File: config.mk
export PLATFORM = sky130hd
export DESIGN_NAME = clk_mode_ctrl
export DESIGN_NICKNAME = d
export VERILOG_FILES = /design/src/rtl/clk_mode_ctrl.sv
export SDC_FILE = /design/constraint.sdc
export NUM_CORES = 1
export LEC_CHECK = 0
export BUFFER_PORTS_ARGS = -buffer_cell sky130_fd_sc_hd__buf_2
export CAP_MARGIN = 20
export CORE_MARGIN = 10
export CORE_UTILIZATION = 35
export DETAILED_ROUTE_END_ITERATION = 6
export HOLD_SLACK_MARGIN = 0.02
export PLACE_DENSITY = 0.64
export SLEW_MARGIN = 0
export SYNTH_ARGS = -nofsm -noshare
export SYNTH_HDL_FRONTEND = slang
export SYNTH_SLANG_ARGS = --single-unit
File: constraint.sdc
create_clock -name clk -period 3.92 [get_ports clk]
set_input_delay 0.784 -clock clk [delete_from_list [all_inputs] [get_ports clk]]
set_output_delay 0.784 -clock clk [all_outputs]
set_load 0.02 [all_outputs]
File: src/rtl/clk_mode_ctrl.sv
module clk_mode_ctrl #(
  parameter logic [2:0] RST_MODE = 3'd2
) (
  input  logic       clk,
  input  logic       rst_n,
  input  logic       cfg_we,
  input  logic [2:0] cfg_mode,
  input  logic       cfg_main_on,
  input  logic       cfg_pll_on,
  input  logic       cfg_sub_on,
  input  logic [4:0] src_rdy,
  output logic [4:0] src_en,
  output logic [2:0] clk_sel,
  output logic [2:0] mode_now,
  output logic       switching
);

  localparam logic [2:0] M_MAIN = 3'd0;
  localparam logic [2:0] M_SUB  = 3'd1;
  localparam logic [2:0] M_HRC  = 3'd2;
  localparam logic [2:0] M_LRC  = 3'd3;
  localparam logic [2:0] M_PLL  = 3'd4;

  logic [2:0] cur, tgt, q_mode, q_mode_n;
  logic       busy, q_vld, q_vld_n;
  logic       on_main, on_pll, on_sub;
  logic       wr_ok, tgt_rdy;
  logic [4:0] mode_en, need_en;

  assign wr_ok    = cfg_we && (cfg_mode <= M_PLL);
  assign tgt_rdy  = src_rdy[tgt];
  assign q_vld_n  = q_vld | wr_ok;
  assign q_mode_n = wr_ok ? cfg_mode : q_mode;

  // bit order: {pll, lrc, hrc, sub, main}
  always_comb begin
    case (cur)
      M_MAIN:  mode_en = {on_pll, 1'b1, 1'b1, on_sub, 1'b1};
      M_SUB:   mode_en = 5'b01010;
      M_LRC:   mode_en = {1'b0, 1'b1, 1'b0, on_sub, 1'b0};
      M_PLL:   mode_en = {1'b1, 1'b1, 1'b1, on_sub, 1'b1};
      default: mode_en = {on_pll, 1'b1, 1'b1, on_sub, on_main};
    endcase
  end

  always_comb begin
    need_en = '0;
    if (busy) begin
      need_en[tgt] = 1'b1;
      if (tgt == M_PLL) need_en[M_MAIN] = 1'b1;
    end
  end

  always_ff @(posedge clk or negedge rst_n) begin
    if (!rst_n) begin
      cur     <= RST_MODE;
      tgt     <= RST_MODE;
      busy    <= 1'b0;
      q_vld   <= 1'b0;
      q_mode  <= RST_MODE;
      on_main <= 1'b0;
      on_pll  <= 1'b0;
      on_sub  <= 1'b0;
    end else begin
      if (cfg_we) begin
        on_main <= cfg_main_on;
        on_pll  <= cfg_pll_on;
        on_sub  <= cfg_sub_on;
      end
      if (!busy) begin
        if (wr_ok && cfg_mode != cur) begin
          tgt  <= cfg_mode;
          busy <= 1'b1;
        end
      end else if (tgt_rdy) begin
        cur   <= tgt;
        q_vld <= 1'b0;
        if (q_vld_n && q_mode_n != tgt) tgt <= q_mode_n;
        else busy <= 1'b0;
      end else begin
        q_vld  <= q_vld_n;
        q_mode <= q_mode_n;
      end
    end
  end

  assign src_en    = mode_en | need_en;
  assign clk_sel   = cur;
  assign mode_now  = cur;
  assign switching = busy;

  AST_SEL_RUNS: assert property (@(posedge clk) disable iff (!rst_n)
    src_en[clk_sel] && src_en[M_LRC]);
  AST_SEL_AFTER_RDY: assert property (@(posedge clk) disable iff (!rst_n)
    (clk_sel != $past(clk_sel)) |-> $past(src_rdy[tgt]));
  AST_BUSY_ON_MOVE: assert property (@(posedge clk) disable iff (!rst_n)
    (clk_sel != $past(clk_sel)) |-> $past(switching));
  AST_SUB_FORCED: assert property (@(posedge clk) disable iff (!rst_n)
    (mode_now == M_SUB && !switching) |-> (src_en == 5'b01010));
  AST_LRC_FORCED: assert property (@(posedge clk) disable iff (!rst_n)
    (mode_now == M_LRC && !switching) |-> (!src_en[0] && !src_en[2] && !src_en[4]));
  AST_PLL_FEED: assert property (@(posedge clk) disable iff (!rst_n)
    (mode_now == M_PLL) |-> (src_en[0] && src_en[4]));
  AST_BAD_CODE: assert property (@(posedge clk) disable iff (!rst_n)
    (!switching && cfg_we && cfg_mode > M_PLL) |=> (!switching && $stable(mode_now)));

endmodule

==> results of run 1 <==
[state kept, by name (all words and copies together), names as in the netlist]
register	cells
on_main	1
q_mode	3
clk_sel	3
tgt	3
switching	1
q_vld	1
on_sub	1
on_pll	1
[where the power goes]
group / switching [mW] / total [mW] / leakage [nW] / internal [mW]
logic: 0.252 / 0.443 / 0.304 / 0.191
registers: 0.0908 / 0.305 / 0.160 / 0.214
clock network: 0.0495 / 0.106 / 0.0210 / 0.0565
[per-stage QoR]
| stage | area [sq um] | total power [mW] |
|---|---|---|
| 2_1_floorplan | 925.9 | 0.6473 |
| 3_3_place_gp | 1028 | 0.7417 |
| 3_5_place_dp | 1028 | 0.7555 |
| 4_1_cts | 1065 | 0.8657 |
| 5_1_grt | 1065 | 0.9263 |
| 6_report | 1065 | 0.8542 |
[cell type report]
cell class,count,share of cell area (%)
clock buffer,4,3.408
tap,30,3.525
inverter,6,2.115
sequential,14,33.26
multi-input combinational,72,46.42
timing repair buffer,24,11.28
[layer usage]
layer / GRT usage (%) / routed length [um]
met1: 10.74 / 1010
met2: 14.31 / 1041
met3: 3.719 / 125
met4: 1.935 / 12
met5: 0 / 0
[worst register-to-register path: stages, from the launching register on]
cell	delay (ps)
dfrtp_1	500
xor2_1	180
o311ai_0	770
mux2_2	410
nor2_1	80
a21oi_1	50
[worst max-delay path by stage]
stage                        startpoint                  to  slack (ps)  depth (start not counted)
finish              switching$_DFF_PN0_           src_en[1]        1480                          4
global route        switching$_DFF_PN0_           src_en[1]        1340                          4
CTS                 switching$_DFF_PN0_           src_en[1]        1460                          4
detailed placement          cfg_mode[2]  tgt[2]$_DFFE_PN0P_        1350                          6
global placement            cfg_mode[2]  tgt[0]$_DFFE_PN0P_        1240                          6
floorplan           switching$_DFF_PN0_           src_en[2]        1420                          3
[logic make-up after synthesis]
kind of cell,Yosys count,share of synthesized area [%]
multiplexers,14,16.35
AND/OR/NAND/NOR,27,13.65
flip-flops,14,38.24
XOR/XNOR,6,5.677
other,1,0.4050
AO/OA/AOI/OAI,24,17.30
buffers and inverters,14,8.378
[cells in the mapped netlist, drive strengths merged, types with 2 or more instances]
library cell	number
a21oi	8
o21ai	7
nor2b	3
xor2	3
nor2	10
dfstp	3
nand2	8
xnor2	3
a2bb2oi	2
o311ai	2
mux2	9
inv	6
a31oi	2
dfrtp	11
mux2i	5
buf	7
==> reports/metrics.yaml, run 1 <==
critical_path_arrival_ps: 1650
powerDensity_mw_per_mm2: 802.3
htree_num_levels: 1
tightestPinTransition_ps: 917.4
hold_violations: 0
slew_headroom_pct: 38.06
yosysTopAreaCell: "dfrtp_1"
hp-class: "input pin to asynchronous set/reset pin"
yosys_register_bits: 14
wl_per_cell_um: 14.59
post-place-ws_ps: 1351
leakagePower_nw: 0.4843
dp_cells: 146
max_freq_mhz: 410.0
drc: 0
slowest_delay_ps: 590
vias: 781
post-route-min-period_ps: 2439
syn_to_final_growth_pct: 15.00
ff_latch_area_sq_um: 354.1
synth_area_sq_um: 925.9
crit_buf_inv: 2
r2r_end: "tgt[2]$_DFFE_PN0P_"
die_width_um: 71.44
vdd_drop_max_v: 0.0003967
cp_max_fo: 13
ios: 26
cp-end-kind: "primary output"
cts_buffers: 3
setup_ws_ps: 1481
post_route_cells_drive_above_1_share_pct: 35.00
rr_startpoint: "clk_sel[0]$_DFFE_PN0P_"
grt_pass1_wl_um: 3760
drt_iter0_markers: 21
clkSinkCount: 14
cts-resized-gates: 0
core_area_sq_mm: 0.002500
hold_ws_ps: 382.4
fin_tns_setup_ps: 0
die_y_um: 71.44
cts_tree: "yes"
setup_viol: 0
crit_type: "flip-flop to primary output"
rsz0062_at_grt: "false"
die-area_sq_mm: 0.005103
antenna_found_initial: 0
grt_max_degree: 15
rows: 18
async_flop_share_pct: 100.0
crit_chain: "inv_1 > nor4_1 > a311o_1 > buf_2"
rr_worst_depth: 5
fin_crit_sh_pct: 62.22
maxCapViolCount: 0
synthTopCellsByArea: "dfrtp_1 30%, mux2_2 11%, dfstp_2 8.5%"
synth-seq-area-share_pct: 38.24
cp_data_required_time_ps: 3140
cp-start-kind: "flip-flop"
synth_edf_count: 0
avgSynthCellArea_sq_um: 9.259
vias_per_cell: 5.207
dr.pass1.iters: 4
detail-route-antenna-nets: 0
grt_overflow_total: 0
gp_congestion: 0.7939
synth.distinct_cells: 30
ys.flop_type: "dfrtp_1"
fin_util_pct: 42.59
num-fill-cells: 249
clock_skew_ps: 3.933
status: "finished, final reports clean"
cts_root_buf: "clkbuf_4"
insertion_delay_ps: 280
path_clk_slew_ps: 90
nNetsFinal: 135
post-cts-setup-buffer-count: 0
multi_input_area_sq_um: 494.2
netlist_instances: 100
reg2reg_setup_slack_ps: 1790
dp.final_hpwl_um: 1740
slew_viol_final: 0
antenna_cells: 0
slowest_stage: "dfrtp_1"
layout_common_cells: "24 x buf_2, 11 x dfrtp_1, 10 x nor2_1, 9 x mux2_2, 8 x nand2_1"
cts_max_path_buffers: 2
grt_use_total_pct: 8.893
synth_warnings: 0
syn-num-nets: 114
grt_pass1_vias: 760
hold_buffers: 0
drt-total-wl_um: 2189
netlist.area_leader.share_pct: 29.73
crit_family: "flip-flops"
layout_commonest_cell: "buf_2"
fin_cells: 150
port_buffers: 24
initial_core_util_pct: 37.04
No activity file was read; power rests on OpenSTA's default activity.
==> run 2: changes to the inputs <==
--- a/config.mk
+++ b/config.mk
@@ -11,7 +11,7 @@
 export CORE_UTILIZATION = 35
 export DETAILED_ROUTE_END_ITERATION = 6
 export HOLD_SLACK_MARGIN = 0.02
-export PLACE_DENSITY = 0.64
+export PLACE_DENSITY = 0.67
 export SLEW_MARGIN = 0
 export SYNTH_ARGS = -nofsm -noshare
 export SYNTH_HDL_FRONTEND = slang
==> constraint.sdc (replaced) <==
create_clock -name clk -period 2.1 [get_ports clk]
set_input_delay 0.42 -clock clk [delete_from_list [all_inputs] [get_ports clk]]
set_output_delay 0.42 -clock clk [all_outputs]
set_load 0.02 [all_outputs]
==> reports/metrics.yaml, run 2 (synthesized netlist as in run 1, its figures left out) <==
ios: 26
leakagePower_nw: 0.5275
ff_latch_area_sq_um: 354.1
drt-total-wl_um: 2305
grt_pass1_vias: 858
vias: 813
crit_type: "flip-flop to primary output"
cp_data_required_time_ps: 1680
die_y_um: 71.44
initial_core_util_pct: 37.04
htree_num_levels: 1
maxCapViolCount: 0
detail-route-antenna-nets: 0
cp-end-kind: "primary output"
die-area_sq_mm: 0.005103
reg2reg_setup_slack_ps: 210
antenna_found_initial: 0
nNetsFinal: 144
max_freq_mhz: 494.5
cp_max_fo: 7
dr.pass1.iters: 4
antenna_cells: 0
cp-start-kind: "flip-flop"
clock_skew_ps: 2.999
fin_tns_setup_ps: 0
clkSinkCount: 14
slew_viol_final: 0
drt_iter0_markers: 33
core_area_sq_mm: 0.002500
cts_buffers: 3
path_clk_slew_ps: 90
dp_cells: 154
vias_per_cell: 5.113
critical_path_arrival_ps: 1600
layout_commonest_cell: "buf_2"
port_buffers: 24
wl_per_cell_um: 14.50
setup_viol: 0
drc: 0
dp.final_hpwl_um: 1877
post-route-min-period_ps: 2022
hold_violations: 0
cts_max_path_buffers: 2
post_route_cells_drive_above_1_share_pct: 39.53
status: "finished, final reports clean"
hold_depth: 2
grt_use_total_pct: 9.320
gp_congestion: 0.8061
die_width_um: 71.44
rr_worst_depth: 6
fin_cells: 159
multi_input_area_sq_um: 498.0
grt_pass1_wl_um: 3988
cts_tree: "yes"
num-fill-cells: 247
layout_common_cells: "24 x buf_2, 11 x dfrtp_1, 10 x nor2_1, 9 x mux2_2"
grt_max_degree: 15
vdd_drop_max_v: 0.0007411
rsz0062_at_grt: "false"
fin_crit_sh_pct: 96.30
grt_overflow_total: 0
insertion_delay_ps: 290
syn_to_final_growth_pct: 22.97
powerDensity_mw_per_mm2: 1491
cts_root_buf: "clkbuf_4"
rows: 18
hp-class: "input pin to flip-flop"
==> run 2: changes by cell type in the layout (fill, tap and decap cells not counted), sizes merged <==
cell,change
buf,+8
dlygate4sd3,+1
==> run 2: path summary, 6_finish.rpt <==
check / end / from
max: src_en[2] / tgt[1]$_DFFE_PN1P_
min in group asynchronous: on_sub$_DFFE_PN0P_ / rst_n
min: on_pll$_DFFE_PN0P_ / cfg_pll_on
min reg2reg: q_mode[0]$_DFFE_PN0P_ / q_mode[0]$_DFFE_PN0P_
max reg2reg: tgt[0]$_DFFE_PN0P_ / tgt[1]$_DFFE_PN1P_
max in group asynchronous: tgt[1]$_DFFE_PN1P_ / rst_n
==> run 2: cell type report <==
cell class                 instances  area share (%)
inverter                           6           1.978
tap                               30           3.297
clock buffer                       4           3.187
multi-input combinational         72           43.74
timing repair buffer              33           16.70
sequential                        14           31.10
==> run 2: power breakdown <==
group	leakage (nW)	total [mW]	internal, mW	switching (mW)
sequential	0.160	0.534	0.401	0.134
clock	0.0210	0.201	0.106	0.0952
combinational	0.347	0.962	0.424	0.538
total	0.527	1.70	0.930	0.767
==> run 2: layer usage <==
layer | GRT usage, % | wire length (um)
met1 | 11.88 | 1114
met2 | 14.41 | 1006
met3 | 2.893 | 160
met4 | 3.226 | 24
met5 | 0 | 0
==> run 2: timing repair <==
| item | CTS | global route |
|---|---|---|
| endpoints found under the setup margin | 0 | 1 |
| setup buffers | 0 | 0 |
| hold buffers | 1 | 0 |
| endpoints found under the hold margin | 11 | 0 |
| resized for setup | 0 | 1 |
==> run 2: per-stage QoR <==
stage | hold slack [ps] | utilization [%] | cell area, sq um | setup slack [ps] | power, mW
6_report | 359.8 | 45.55 | 1139 | 77.68 | 1.697
5_1_grt | 357.7 | 45.55 | 1139 | 10.29 | 1.832
4_1_cts | 356.5 | 45.40 | 1135 | 58.47 | 1.699
3_5_place_dp | 331.2 | 43.54 | 1089 | 57.35 | 1.494
3_3_place_gp | 332.8 | 43.54 | 1089 | 104.8 | 1.479
2_1_floorplan | 124.4 | - | 925.9 | 136.0 | 1.212
==> run 2: critical path, cell delays in order (launching register included) <==
cell,delay [ps]
dfstp_2,640
buf_4,160
inv_1,40
o311ai_1,260
buf_2,210
